File: src/rtl/abr_pkg.sv
package abr_pkg;

    localparam int BYTE_W = 8;
    localparam int WORD_W = 2 * BYTE_W;

    // Kind of bus access in the current cycle, after priority and range checks.
    typedef enum logic [2:0] {
        ACC_IDLE,
        ACC_WR_HI,
        ACC_WR_LO,
        ACC_RD_HI,
        ACC_RD_LO,
        ACC_RD_MISS
    } acc_e;

endpackage

File: src/rtl/abr_decode.sv
module abr_decode
    import abr_pkg::*;
#(
    parameter int ADDR_W   = 4,
    parameter int NUM_REGS = 4,
    parameter int IDX_W    = (NUM_REGS > 1) ? $clog2(NUM_REGS) : 1
) (
    input  logic [ADDR_W-1:0] addr,
    input  logic              wr,
    input  logic              rd,
    output acc_e              acc,
    output logic [IDX_W-1:0]  idx
);
    localparam int SLOT_W = ADDR_W - 1;
    localparam logic [SLOT_W-1:0] SLOT_LIMIT = SLOT_W'(NUM_REGS);

    logic [SLOT_W-1:0] slot;
    logic              hit;

    always_comb begin
        slot = addr[ADDR_W-1:1];
        hit  = (slot < SLOT_LIMIT);
        idx  = slot[IDX_W-1:0];
        acc  = ACC_IDLE;
        // A write wins over a simultaneous read.
        if (wr) begin
            if (hit) acc = addr[0] ? ACC_WR_HI : ACC_WR_LO;
        end else if (rd) begin
            if (!hit)        acc = ACC_RD_MISS;
            else if (addr[0]) acc = ACC_RD_HI;
            else              acc = ACC_RD_LO;
        end
    end

endmodule

File: src/rtl/abr_read_mux.sv
module abr_read_mux
    import abr_pkg::*;
#(
    parameter int NUM_REGS = 4,
    parameter int IDX_W    = (NUM_REGS > 1) ? $clog2(NUM_REGS) : 1
) (
    input  logic [NUM_REGS*WORD_W-1:0] live_regs,
    input  logic [IDX_W-1:0]           idx,
    output logic [BYTE_W-1:0]          lo_byte,
    output logic [BYTE_W-1:0]          hi_byte
);
    logic [WORD_W-1:0] words [NUM_REGS];

    for (genvar g = 0; g < NUM_REGS; g++) begin : g_unpack
        assign words[g] = live_regs[g*WORD_W +: WORD_W];
    end

    logic [WORD_W-1:0] picked;

    always_comb begin
        picked = '0;
        for (int k = 0; k < NUM_REGS; k++) begin
            if (IDX_W'(k) == idx) picked = words[k];
        end
        lo_byte = picked[BYTE_W-1:0];
        hi_byte = picked[WORD_W-1:BYTE_W];
    end

endmodule

File: src/rtl/abr_bridge.sv
module abr_bridge
    import abr_pkg::*;
#(
    parameter int ADDR_W   = 4,
    parameter int NUM_REGS = 4
) (
    input  logic                       clk,
    input  logic                       rst_n,
    input  logic [ADDR_W-1:0]          bus_addr,
    input  logic [7:0]                 bus_wdata,
    input  logic                       bus_wr,
    input  logic                       bus_rd,
    input  logic [NUM_REGS*16-1:0]     live_regs,
    output logic [7:0]                 rd_data,
    output logic [NUM_REGS-1:0]        wr_stb,
    output logic [15:0]                wr_data
);
    localparam int IDX_W = (NUM_REGS > 1) ? $clog2(NUM_REGS) : 1;

    typedef struct packed {
        logic [BYTE_W-1:0]   temp;
        logic [BYTE_W-1:0]   rdata;
        logic [NUM_REGS-1:0] stb;
        logic [WORD_W-1:0]   wdata;
    } state_t;

    state_t d, q;

    acc_e              acc;
    logic [IDX_W-1:0]  idx;
    logic [BYTE_W-1:0] live_lo;
    logic [BYTE_W-1:0] live_hi;

    abr_decode #(
        .ADDR_W   (ADDR_W),
        .NUM_REGS (NUM_REGS),
        .IDX_W    (IDX_W)
    ) u_decode (
        .addr (bus_addr),
        .wr   (bus_wr),
        .rd   (bus_rd),
        .acc  (acc),
        .idx  (idx)
    );

    abr_read_mux #(
        .NUM_REGS (NUM_REGS),
        .IDX_W    (IDX_W)
    ) u_mux (
        .live_regs (live_regs),
        .idx       (idx),
        .lo_byte   (live_lo),
        .hi_byte   (live_hi)
    );

    always_comb begin
        d     = q;
        d.stb = '0;
        unique case (acc)
            ACC_WR_HI: d.temp = bus_wdata;
            ACC_WR_LO: begin
                d.stb[idx] = 1'b1;
                d.wdata    = {q.temp, bus_wdata};
            end
            ACC_RD_LO: begin
                d.rdata = live_lo;
                d.temp  = live_hi;
            end
            ACC_RD_HI:   d.rdata = q.temp;
            ACC_RD_MISS: d.rdata = '0;
            default: ;
        endcase
    end

    always_ff @(posedge clk or negedge rst_n) begin
        if (!rst_n) q <= '0;
        else        q <= d;
    end

    assign rd_data = q.rdata;
    assign wr_stb  = q.stb;
    assign wr_data = q.wdata;

endmodule

File: config.mk
export PLATFORM = sky130hd
export DESIGN_NAME = abr_bridge
export DESIGN_NICKNAME = d
export VERILOG_FILES = /design/src/rtl/abr_pkg.sv /design/src/rtl/abr_decode.sv /design/src/rtl/abr_read_mux.sv /design/src/rtl/abr_bridge.sv
export SDC_FILE = /design/constraint.sdc
export NUM_CORES = 1
export LEC_CHECK = 0
export BUFFER_PORTS_ARGS = -buffer_cell sky130_fd_sc_hd__buf_2
export CORE_ASPECT_RATIO = 1.25
export CORE_MARGIN = 2
export CORE_UTILIZATION = 49
export CTS_CLUSTER_DIAMETER = 40
export DETAILED_ROUTE_END_ITERATION = 10
export PLACE_DENSITY = 0.86
export SYNTH_ARGS = -nofsm -noshare
export SYNTH_HDL_FRONTEND = slang
export SYNTH_SLANG_ARGS = --single-unit
File: constraint.sdc
create_clock -name clk -period 1.7 [get_ports clk]
set_input_delay 0.085 -clock clk [delete_from_list [all_inputs] [get_ports clk]]
set_output_delay 0.085 -clock clk [all_outputs]
set_load 0.02 [all_outputs]
**After elaboration in Yosys (flattened, before gate mapping)**

Cells that the tools add are included.

- Input port bits: 80
- Word-level logic and storage cells: 34
- Output and inout bits: 28
- Register bits: 36

- Equal/unequal tests: 8
- Reductions and logical operators: 4
- Mux-type cells: 15
- Magnitude comparators: 3

Operators with widths:

| kind | count |
|---|---|
| two-way mux 16 bit | 4 |
| case mux 8 bit (3 select lines) | 1 |
| two-way mux 20 bit | 1 |
| case mux 8 bit (2 select lines) | 1 |
| two-way mux 3 bit | 5 |
| equality test 3 x 2 -> 1 bit (second input constant) | 2 |
| equality test 3 bit (second input constant) | 2 |
| equality test 2 bit (first input constant) | 2 |
| equality test 3 x 1 -> 1 bit (second input constant) | 1 |
| less-than comparator 2 x 3 -> 1 bit (second input constant) | 1 |
| less-than comparator 3 bit (second input constant) | 1 |
| nonzero test 3 bit | 1 |
| demux 1 bit (select 2 bit) | 1 |
| equality test 1 x 2 -> 1 bit (first input constant) | 1 |
| greater-or-equal comparator 2 x 1 -> 1 bit (second input constant) | 1 |
| zero test 2 bit | 1 |
| two-way mux 2 bit | 1 |
| nonzero test 2 bit | 1 |
| logical AND 1 bit | 1 |
| two-way mux 1 bit | 1 |

**Depth between registers and ports, before layout**

Gate-level depths: netlist of the first run.

- Depth after elaboration: 6
- Gate-level depth with buffers: 5
- Depth with buffers taken out: 3

**Modules after synthesis**

From an unflattened synthesis of the first run, not the netlist that was laid out.

- Cells, all modules: 223
- Area total of the unflattened synthesis: 2533.7 um2

By module, submodules not included:

| module | sequential area each (um2) | cells an instance | area each (um2) | times used |
|---|---|---|---|---|
| abr_bridge | 900.9 | 194 | 2048.2 | 1 |
| abr_read_mux | 0.0 | 20 | 424.2 | 1 |
| abr_decode | 0.0 | 9 | 61.3 | 1 |

**Least setup slack after synthesis of the first run**

No wires, ideal clock.

- Kind: input to register
- From: in bus_addr[2]
- To: reg q[28] in the netlist's numbering
- Setup time: 0.126 ns
- Slack: 0.440 ns
- Required time: 1.574 ns
- Arrival time: 1.134 ns
- Path buffers: 1
- Stages: 4
- Cells stage by stage: clkbuf_1 mux4_2 and2_0 a221o_1

- Longest elaborated chain between the ends: 6
- Elaborated cells between the ends (all ways): 17
- Classes of those cells: 1 x order compare; 5 x eq/ne; 9 x mux; 2 x reduce/logical

Ends and longest elaborated chain:

| item | RTL line | source |
|---|---|---|
| start, declared | abr_bridge.sv:9 | `input logic [ADDR_W-1:0] bus_addr,` |
| less-than comparator 3 bit / zero test 2 bit (equally long branches) | abr_decode.sv:22, abr_read_mux.sv:23 |  |
| two-way mux 3 bit / two-way mux 16 bit (equally long branches) | abr_decode.sv:29, abr_read_mux.sv:23 |  |
| two-way mux 3 bit / two-way mux 16 bit (equally long branches) | abr_decode.sv:28, abr_read_mux.sv:23 |  |
| two-way mux 3 bit / two-way mux 16 bit (equally long branches) | abr_decode.sv:26, abr_read_mux.sv:23 |  |
| equality test 3 bit (tied with other cells) | abr_bridge.sv:59 | `unique case (acc)` |
| case mux 8 bit (2 select lines) / nonzero test 2 bit (equally long branches) | - |  |
| end signal, assigned | abr_bridge.sv:76 | `if (!rst_n) q <= '0;` |
| end signal, assigned | abr_bridge.sv:77 | `else q <= d;` |
| end, declared | abr_bridge.sv:27 | `state_t d, q;` |

Parallel ways exist; a longest one is shown, timed or not.
A chain may end at the register's enable or synchronous reset.

**Worst setup path after layout of the first run**

- From: in bus_addr[1]
- To: reg q[29] in the netlist's numbering

The elaborated chain is that of the path after synthesis.

==> results.md, run 1 <==
* Max-cap violation count at 0
* Critical Path RT at 1.87 ns
* Mapped Cells at 157
* # port buffers at 107
* Post-CTS Resized at 0
* Worst slew pin tran at 0.780 ns
* RSZ-0062 raised after global routing: false
* Max-slew headroom at 48.0%
* # nets final at 318
* XOR/XNOR Fraction of Synth Area at 0%
* Crit. End Element: flop
* Design Power at 2550 uW
* Clk_lat worst skew at 0.29 ns
* Simple-Gate Fraction of Synth Area at 7.75%
* Post-Synth Adder-Cell Area at 0%
* Setup TNS at 0 ns
* DRT Pass-1 Iters at 4
* CP startpoint kind: input port
* Filler cells at 330
* Final Max Tran Viols at 0
* Antenna violations before repair at 0
* Diode count at 0
* Vias in the first global route at 1620
* Synth Warn # at 0
* VDD IR max at 0.000415 V
* Post-synthesis sequential area ratio at 43.6%
* Synthesized flop and latch total at 36
* Static leakage at 0.00129 uW
* Largest family of logic cells by synthesized area: multiplexers
* R2r setup slk at 0.83 ns
* Crit path DAT at 1.40 ns
* Core area at 0.00407 mm2
* Fin crit share at 72.5%
* GRT Util Overall at 20.8%
* Clock Path Buffers at 2
* Clock net sink count at 36
* Clock Pin Slew Worst Setup and Hold Paths at 0.07 ns
* Layout area overhead at 24.7%
* Synth unique cells at 21
* Worst reg2reg path depth at 1
* Mux cell area share after synthesis at 30.0%
* HP Class: in2reg
* Share of cells above drive strength 1 at 64.4%
* Die Area at 0.00475 mm2
* Syn Area/Cell at 13.2 um2
* Mapped Nets at 237
* Gr ovfl total at 0
* Pwr/cell area at 990 mW/mm2
* Routed wl met2 at 2460 um
* RR Endpoint: q[33]$_DFFE_PN0P_
* First-pass GRT wire length at 7180 um
* Met1 wire length at 1790 um
* Clock period minus worst slack at 1.23 ns
* Die H at 76.6 um
* Detailed Route Iter0 Violations at 76
* # rows at 26
* Initial Utilization at 50.8%
* Placer congestion estimate at 0.809
* Slowest CP cell: mux4_2
* Clock skew at 0.00938 ns
* Routed via count at 1528
* Num CTS Buffers at 5
* Clock root cell: clkbuf_8
* Outcome: finished, final reports clean
* Overall routed net length at 4700 um
* Top Ports at 108
* Top sig layer: met4
* Reg-to-reg critical path startpoint: q[33]$_DFFE_PN0P_
* Hold Crit Start: bus_wdata[6]
* Crit path largest cell delay at 0.54 ns
* DRT antenna net count at 0
* CP cell instances: buf_2 > mux4_2 > and2_0 > a221o_1
* Worst Hold End: q[34]$_DFFE_PN0P_
* Area of the mapped netlist at 0.00207 mm2
* H-tree Lvls at 2
* Largest net degree at the start of global routing at 37
* Hold Crit Depth at 2
* Final setup violation count at 0
* Fmax achieved at 0.811 GHz
* Critical path class: in2reg
* Routed length per instance at 15.9 um
* DRC viols at 0
* Wire length on met3 at 373 um
* Via/cell ratio at 5.18
* Horiz. Die Dim at 62.1 um
* Final hold violation count at 0
* Post-DP HPWL at 3790 um
* Synth Area in Compound Gates at 5.81%
* TritonCTS clock tree: built
* CP max FO at 11
final cells by class:
| class | count | area (um2) | area share [%] |
|---|---|---|---|
| Clock inverter | 3 | 42.5 | 1.65 |
| Timing Repair Buffer | 112 | 588 | 22.8 |
| Clock buffer | 5 | 68.8 | 2.67 |
| Multi-Input combinational cell | 83 | 906 | 35.2 |
| Sequential cell | 36 | 901 | 35.0 |
| Tap cell | 56 | 70.1 | 2.72 |
worst max-delay path by stage:
stage,cells after the start,startpoint,slack (ns),endpoint
2_1_floorplan,4,bus_addr[2],0.44,q[28]$_DFFE_PN0P_
3_3_place_gp,4,bus_addr[1],0.18,q[29]$_DFFE_PN0P_
3_5_place_dp,4,bus_addr[1],0.15,q[29]$_DFFE_PN0P_
4_1_cts,4,bus_addr[1],0.47,q[29]$_DFFE_PN0P_
5_1_grt,4,bus_addr[1],0.39,q[30]$_DFFE_PN0P_
6_report,4,bus_addr[1],0.47,q[29]$_DFFE_PN0P_
power breakdown:
group          internal (uW)  switching (uW)  total, uW
clock                    434             303        736
sequential              1010             102       1110
combinational            342             359        700
flip-flops by register name (all words and copies together), names as in the netlist:
| signal | cells |
|---|---|
| wr_data | 16 |
| q | 8 |
| wr_stb | 4 |
| rd_data | 8 |
synthesized netlist by cell type, drive strengths merged:
| master | instances | area share, % |
|---|---|---|
| nor3b | 2 | 0.73 |
| dfrtp | 36 | 44 |
| or2 | 1 | 0.30 |
| buf | 34 | 12 |
| clkbuf | 4 | 0.73 |
| and2 | 8 | 2.4 |
| mux4 | 16 | 17 |
| nor4b | 1 | 0.73 |
| a221o | 8 | 3.9 |
| nand2 | 9 | 1.6 |
| nor2 | 2 | 0.48 |
| nand2b | 1 | 0.30 |
| o21ai | 8 | 1.9 |
| and3b | 2 | 0.85 |
| mux2 | 16 | 8.7 |
| mux2i | 8 | 3.9 |
| and3 | 1 | 0.30 |
per-layer routing:
layer  vias to the layer above  global-route usage, %
li1                        712                      -
met1                       728                   23.9
met2                        83                   36.3
met3                         5                   3.90
met4                         0                   7.66
met5                         -                      0
stage by stage:
step	area [um2]	instances	hold WS (ns)	util, %	setup WS (ns)
4_1_cts	2580	295	0.0291	63.4	0.466
3_3_place_gp	2450	286	0.201	60.4	0.185
3_5_place_dp	2450	286	0.198	60.4	0.155
5_1_grt	2580	295	0.0438	63.4	0.390
2_1_floorplan	2070	157	-0.211	-	0.440
6_report	2580	295	0.0428	63.4	0.468
critical path, delay by kind of cell:
| kind | cells | cell delay [ns] |
|---|---|---|
| AO/OA/AOI/OAI | 1 | 0.26 |
| buffers and inverters | 1 | 0.34 |
| multiplexers | 1 | 0.54 |
| AND/OR/NAND/NOR | 1 | 0.17 |
cells in the final DEF (no fill, tap or decap), drive strengths merged, types with 2 or more instances in the layout:
cell type / netlist / routed
mux4: 16 / 16
nor2: 2 / 2
dfrtp: 36 / 36
clkbuf: 4 / 5
and3b: 2 / 2
mux2i: 8 / 8
mux2: 16 / 16
and2: 8 / 8
buf: 34 / 111
nand2: 9 / 9
o21ai: 8 / 8
a221o: 8 / 8
nor3b: 2 / 2
cell families after synthesis:
kind of cell           after synthesis
DFF                                 36
muxes                               40
buffers and inverters               38
and+or+nand+nor                     27
AOI/OAI and AO/OA                   16
what timing repair did:
action / in CTS / in global routing
hold endpoints to repair: 36 / 0
hold buffers: 1 / 0
buffers inserted: 0 / 0
Power figures use the tool's default switching activity.
==> run 2: changes to the inputs <==
CORE_UTILIZATION = 45   (was 49)
PLACE_DENSITY = 0.8   (was 0.86)
clock period = 1.15 ns   (was 1.7 ns; I/O delays follow)
==> run 2 against run 1 <==
- sequential power rose by 48%
- clock power up 22%
- first-iteration DRC count increased by 16%
- via count increased by 3.6%
- clock-buffer cell count increased by 3
- critical path type unchanged
- largest cell class unchanged
- highest routed layer unchanged
- setup slack worse by 0.39 ns
- combinational power is 51% higher
- global-route usage shrank 1.3 points
- clock skew fell by 0.0065 ns
- critical endpoint is now q[30]$_DFFE_PN0P_
- die area is 8.4% higher
- core utilization shrank 3.7 points
==> results.md, run 2 (same netlist as run 1, synthesis figures left out) <==
* Initial Utilization at 46.7% (-4.1 points)
* Detailed Route Iter0 Violations at 88 (+16%)
* Antenna violations before repair at 0 (unchanged)
* Routed via count at 1583 (+3.6%)
* Die Area at 0.00515 mm2 (+8.4%)
* Routed length per instance at 15.4 um (-3.3%)
* Layout area overhead at 27.8%
* Vias in the first global route at 1647 (+1.7%)
* Filler cells at 394 (+19%)
* DP Cell Count at 299 (+4.5%)
* Max-slew headroom at 71.0% (+23 points)
* Commonest non-fill, non-tap cell in the layout: buf_2
* DRT antenna net count at 0 (unchanged)
* Fin crit share at 92.9%
* Clock root cell: clkbuf_8
* Hold WS at 0.0220 ns (-0.0208 ns)
* Clock period minus worst slack at 1.07 ns
* CP max FO at 9 (-2)
* TritonCTS clock tree: built
* Clock net sink count at 36 (unchanged)
* Setup TNS at 0 ns (unchanged)
* Pwr/cell area at 1360 mW/mm2 (+37%)
* H-tree Lvls at 2 (unchanged)
* Worst slew pin tran at 0.435 ns (-0.345 ns)
* Crit path largest cell delay at 0.50 ns (-0.04 ns)
* Max FFs per register at 16 (unchanged)
* Crit path DAT at 1.23 ns (-0.17 ns)
* Clock skew at 0.00293 ns (-0.00645 ns)
* CP startpoint kind: input port
* Diode count at 0 (unchanged)
* Outcome: finished, final reports clean
* CP cell instances: buf_2 > buf_12 > mux4_2 > and2_0 > a221o_1
* Clock Pin Slew Worst Setup and Hold Paths at 0.07 ns (about the same)
* Bufs and invs on worst path at 2 (+1)
* Core area at 0.00443 mm2 (+8.8%)
* Final setup violation count at 0 (unchanged)
* Clk_lat worst skew at 0.28 ns (about the same)
* Worst path top cell family by delay: multiplexers
* Final Max Tran Viols at 0 (unchanged)
* GRT Util Overall at 19.5% (-1.3 points)
* Critical Path RT at 1.31 ns (-0.56 ns)
* Max-cap violation count at 0 (unchanged)
* Slowest CP cell: mux4_2
* Share of cells above drive strength 1 at 65.2% (+0.76 points)
* Static leakage at 0.00134 uW (+3.5%)
* Fmax achieved at 0.936 GHz
* Hold Crit Start: bus_wdata[0]
* Post-CTS Resized at 0 (unchanged)
* Top Ports at 108 (unchanged)
* # rows at 27 (+3.8%)
* Critical path class: in2reg
* Die H at 79.8 um (+4.1%)
* Gr ovfl total at 0 (unchanged)
* Overall routed net length at 4740 um (+0.94%)
* DRT Pass-1 Iters at 4 (unchanged)
* HP Class: in2reg
* Crit. End Element: flop
* # port buffers at 107 (unchanged)
* Utilization after layout at 59.7% (-3.7 points)
* First-pass GRT wire length at 7430 um (+3.6%)
* Most frequent cells in the layout: buf_2 (107), dfrtp_1 (36), mux4_2 (16), mux2_2 (16), buf_4 (14)
* Sequential cell area at 901 um2 (unchanged)
* Post-DP HPWL at 3960 um (+4.6%)
* DRC viols at 0 (unchanged)
* Post-route insts no fill at 308 (+4.4%)
* Via/cell ratio at 5.14 (-0.77%)
* Multi-input logic area at 906 um2 (unchanged)
* Final hold violation count at 0 (unchanged)
* Placer congestion estimate at 0.840 (+3.8%)
* Largest net degree at the start of global routing at 21 (-43%)
* # nets final at 329 (+3.5%)
* VDD IR max at 0.000654 V (+57%)
* Reg-to-reg critical path startpoint: q[35]$_DFFE_PN0P_
* Critical path startpoint: bus_addr[1]
* Clock Path Buffers at 2 (unchanged)
* Num CTS Buffers at 5 (unchanged)
* Horiz. Die Dim at 64.6 um (+4.1%)
* RSZ-0062 raised after global routing: false
-- run 2: changes by cell type in the layout (fill, tap and decap cells not counted), sizes merged --
cell and change:
buf +11, bufinv -1, clkbuf +3, clkinv -1, clkinvlp -1
-- run 2: worst paths after layout --
check                                          to  slack (ns)  cells past startpoint
setup / recovery                q[30]$_DFFE_PN0P_        0.08                      5
hold / removal                  q[28]$_DFFE_PN0P_        0.02                      2
setup reg to reg                q[35]$_DFFE_PN0P_        0.29                      1
hold reg to reg            rd_data[6]$_DFFE_PN0P_        0.48                      2
max in group asynchronous  wr_data[7]$_DFFE_PN0P_        0.41                      3
min in group asynchronous  rd_data[7]$_DFFE_PN0P_        0.25                      2
-- run 2: area by class of cell --
type	count	area share [%]
Clock buffer	8	3.41
Timing Repair Buffer	123	25.4
Multi-Input combinational cell	83	34.3
Sequential cell	36	34.1
Tap cell	58	2.75
-- run 2: layer usage --
layer / wire, um / vias up / global-route usage (%)
met5: 0 / - / 0
met4: 119 / 0 / 9.79
met2: 2700 / 59 / 36.5
met1: 1670 / 779 / 20.7
li1: - / 736 / -
met3: 245 / 9 / 3.39
-- run 2: metrics by stage --
stage | setup slack, ns | area (um2) | power, uW
finish | 0.0812 | 2640 | 3590
global route | 0.0116 | 2640 | 3790
CTS | 0.0857 | 2640 | 3640
detailed placement | -0.215 | 2540 | 2730
global placement | -0.177 | 2540 | 2700
floorplan | -0.0248 | 2080 | 2510
-- run 2: what timing repair did --
item                                   in CTS  in global routing
hold buffers                                1                  0
setup buffers                               0                  0
endpoints found under the hold margin      18                  0
setup endpoints to repair                   0                  0
-- run 2: power by group --
part           switching (uW)  internal [uW]
clock                     411            488
combinational             529            528
sequential                139           1500
==> run 3: changes to the inputs <==
SETUP_SLACK_MARGIN = 0.15   (was not set)
==> run 3 against run 2 <==
- clock-buffer cell count decreased by 2
- highest routed layer unchanged
- final cell count fell by 1.3%
- first-iteration DRC count shrank 42%
- clock skew up 0.0025 ns
- setup slack gained 0.085 ns
==> results.md, run 3 (same netlist as run 1, synthesis figures left out) <==
* Static leakage at 0.00137 uW (+2.7%)
* Placer congestion estimate at 0.789 (-6.1%)
* VDD IR max at 0.000515 V (-21%)
* Hold Crit Depth at 2 (unchanged)
* Critical path class: in2reg
* # nets final at 326 (-0.91%)
* Share of cells above drive strength 1 at 65.0% (-0.16 points)
* Utilization after layout at 61.2% (+1.5 points)
* Largest net degree at the start of global routing at 22 (+4.8%)
* Outcome: finished, final reports clean
* # rows at 27 (unchanged)
* Pwr/cell area at 1330 mW/mm2 (-2.4%)
* # port buffers at 107 (unchanged)
* DRC viols at 0 (unchanged)
* Final setup violation count at 0 (unchanged)
* Diode count at 0 (unchanged)
* Commonest non-fill, non-tap cell in the layout: buf_2
* Critical Path RT at 1.32 ns (about the same)
* Combinational share of power at 31.1% (+1.7 points)
* Max-slew headroom at 74.0% (+3.0 points)
* Gr ovfl total at 0 (unchanged)
* First-pass GRT wire length at 7410 um (-0.28%)
* Top Ports at 108 (unchanged)
* Placed inst area at 0.00260 mm2 (+2.3%)
* HP Class: in2reg
* Final Max Tran Viols at 0 (unchanged)
* CP startpoint kind: input port
* RSZ-0062 raised after global routing: true
* Max FFs per register at 16 (unchanged)
* Layout area overhead at 31.1%
* CP max FO at 6 (-3)
* Routed length per instance at 15.8 um (+2.6%)
* Filler cells at 369 (-6.3%)
* DRT Pass-1 Iters at 4 (unchanged)
* Antenna violations before repair at 0 (unchanged)
* Crit path DAT at 1.15 ns (-0.08 ns)
* Worst reg2reg path depth at 1 (unchanged)
* Fmax achieved at 1.02 GHz (+8.6%)
* Hold Crit Start: bus_wdata[7]
* Clock net sink count at 36 (unchanged)
* Clock power share at 22.8% (-2.2 points)
* Fin area at 0.00271 mm2 (+2.6%)
* H-tree Lvls at 2 (unchanged)
* Overall routed net length at 4800 um (+1.2%)
* Die H at 79.8 um (unchanged)
* Int Power at 2490 uW (-0.78%)
* Clock period minus worst slack at 0.984 ns (-0.0845 ns)
* Final hold violation count at 0 (unchanged)
* Sequential share of power at 46.1% (+0.6 points)
* R2r setup slk at 0.28 ns (about the same)
* Detailed Route Iter0 Violations at 51 (-42%)
* Via/cell ratio at 5.06 (-1.6%)
* Worst slew pin tran at 0.388 ns (-0.0467 ns)
* Initial Utilization at 46.7% (unchanged)
* Most frequent cells in the layout: buf_2 (106), dfrtp_1 (36), mux4_2 (16)
* GRT Util Overall at 19.6% (+0.086 points)
* Worst Hold End: q[35]$_DFFE_PN0P_
* Die Area at 0.00515 mm2 (unchanged)
* Switching Fraction at 30.7% (+0.64 points)
* Crit. End Element: flop
* Fin crit share at 85.6% (-7.3 points)
* Clock Pin Slew Worst Setup and Hold Paths at 0.06 ns (about the same)
* Post-DP HPWL at 4050 um (+2.2%)
* Switching pwr at 1100 uW (+2.2%)
* Clock Path Buffers at 2 (unchanged)
* Horiz. Die Dim at 64.6 um (unchanged)
* Clk_lat worst skew at 0.28 ns (about the same)
* TritonCTS clock tree: built
* Vias in the first global route at 1560 (-5.3%)
* Max-cap violation count at 0 (unchanged)
* Routed via count at 1538 (-2.8%)
* DRT antenna net count at 0 (unchanged)
* Setup TNS at 0 ns (unchanged)
* RR Endpoint: q[30]$_DFFE_PN0P_
* Reg-to-reg critical path startpoint: q[30]$_DFFE_PN0P_
* Num CTS Buffers at 5 (unchanged)
* Core area at 0.00443 mm2 (unchanged)
* Clock skew at 0.00538 ns (+0.00245 ns)
* Clock root cell: clkbuf_8
[run 3: area by class of cell]
type	count	area (um2)	share of cell area, %
clock buffer	6	72.6	2.68
clock inverter	1	5.00	0.185
multi-input combinational	83	950	35.1
sequential	36	901	33.3
tap	58	72.6	2.68
timing repair buffer	120	707	26.1
[run 3: what timing repair did]
action	4_1_cts	5_1_grt
pin swaps	6	1
resized for setup	3	3
hold endpoints to repair	36	0
hold buffers	1	0
setup endpoints to repair	16	10
setup buffers	0	0
[run 3: critical path, stage by stage]
cell and delay (ns):
buf_8 0.09, buf_12 0.12, mux4_2 0.48, and2_0 0.16
a221o_1 0.25
[run 3: routing by layer]
| metal | vias up | wire length, um | GRT usage [%] |
|---|---|---|---|
| met4 | 0 | 111 | 8.94 |
| li1 | 725 | - | - |
| met2 | 83 | 2580 | 35.7 |
| met5 | - | 0 | 0 |
| met3 | 9 | 345 | 3.10 |
| met1 | 721 | 1770 | 22.2 |
[run 3: power by group through the flow]
| stage | Clock (uW) | Sequential [uW] | Combinational, uW |
|---|---|---|---|
| floorplan | 0 | 1620 | 960 |
| global route | 895 | 1680 | 1200 |
| CTS | 842 | 1660 | 1130 |
| global placement | 0 | 1670 | 1100 |
| finish | 822 | 1660 | 1120 |
| detailed placement | 0 | 1680 | 1120 |
[run 3: worst max path at each step]
stage                                         to         from  depth (start not counted)
final                          q[30]$_DFFE_PN0P_  bus_addr[1]                          5
after global routing           q[30]$_DFFE_PN0P_  bus_addr[1]                          5
after CTS                      q[28]$_DFFE_PN0P_  bus_addr[1]                          5
after detailed placement  rd_data[5]$_DFFE_PN0P_  bus_addr[1]                          5
after global placement         q[31]$_DFFE_PN0P_  bus_addr[1]                          5
after floorplan                q[30]$_DFFE_PN0P_  bus_addr[1]                          4
[run 3: through the flow]
step                total power (uW)  std cells  hold WS (ns)  worst slack [ns]
CTS                             3630        304        0.0239             0.148
global route                    3780        304        0.0242             0.121
detailed placement              2800        296      -0.00825            -0.198
finish                          3600        304        0.0315             0.166
global placement                2770        296      -0.00643            -0.182
floorplan                       2580        157        -0.238           -0.0248
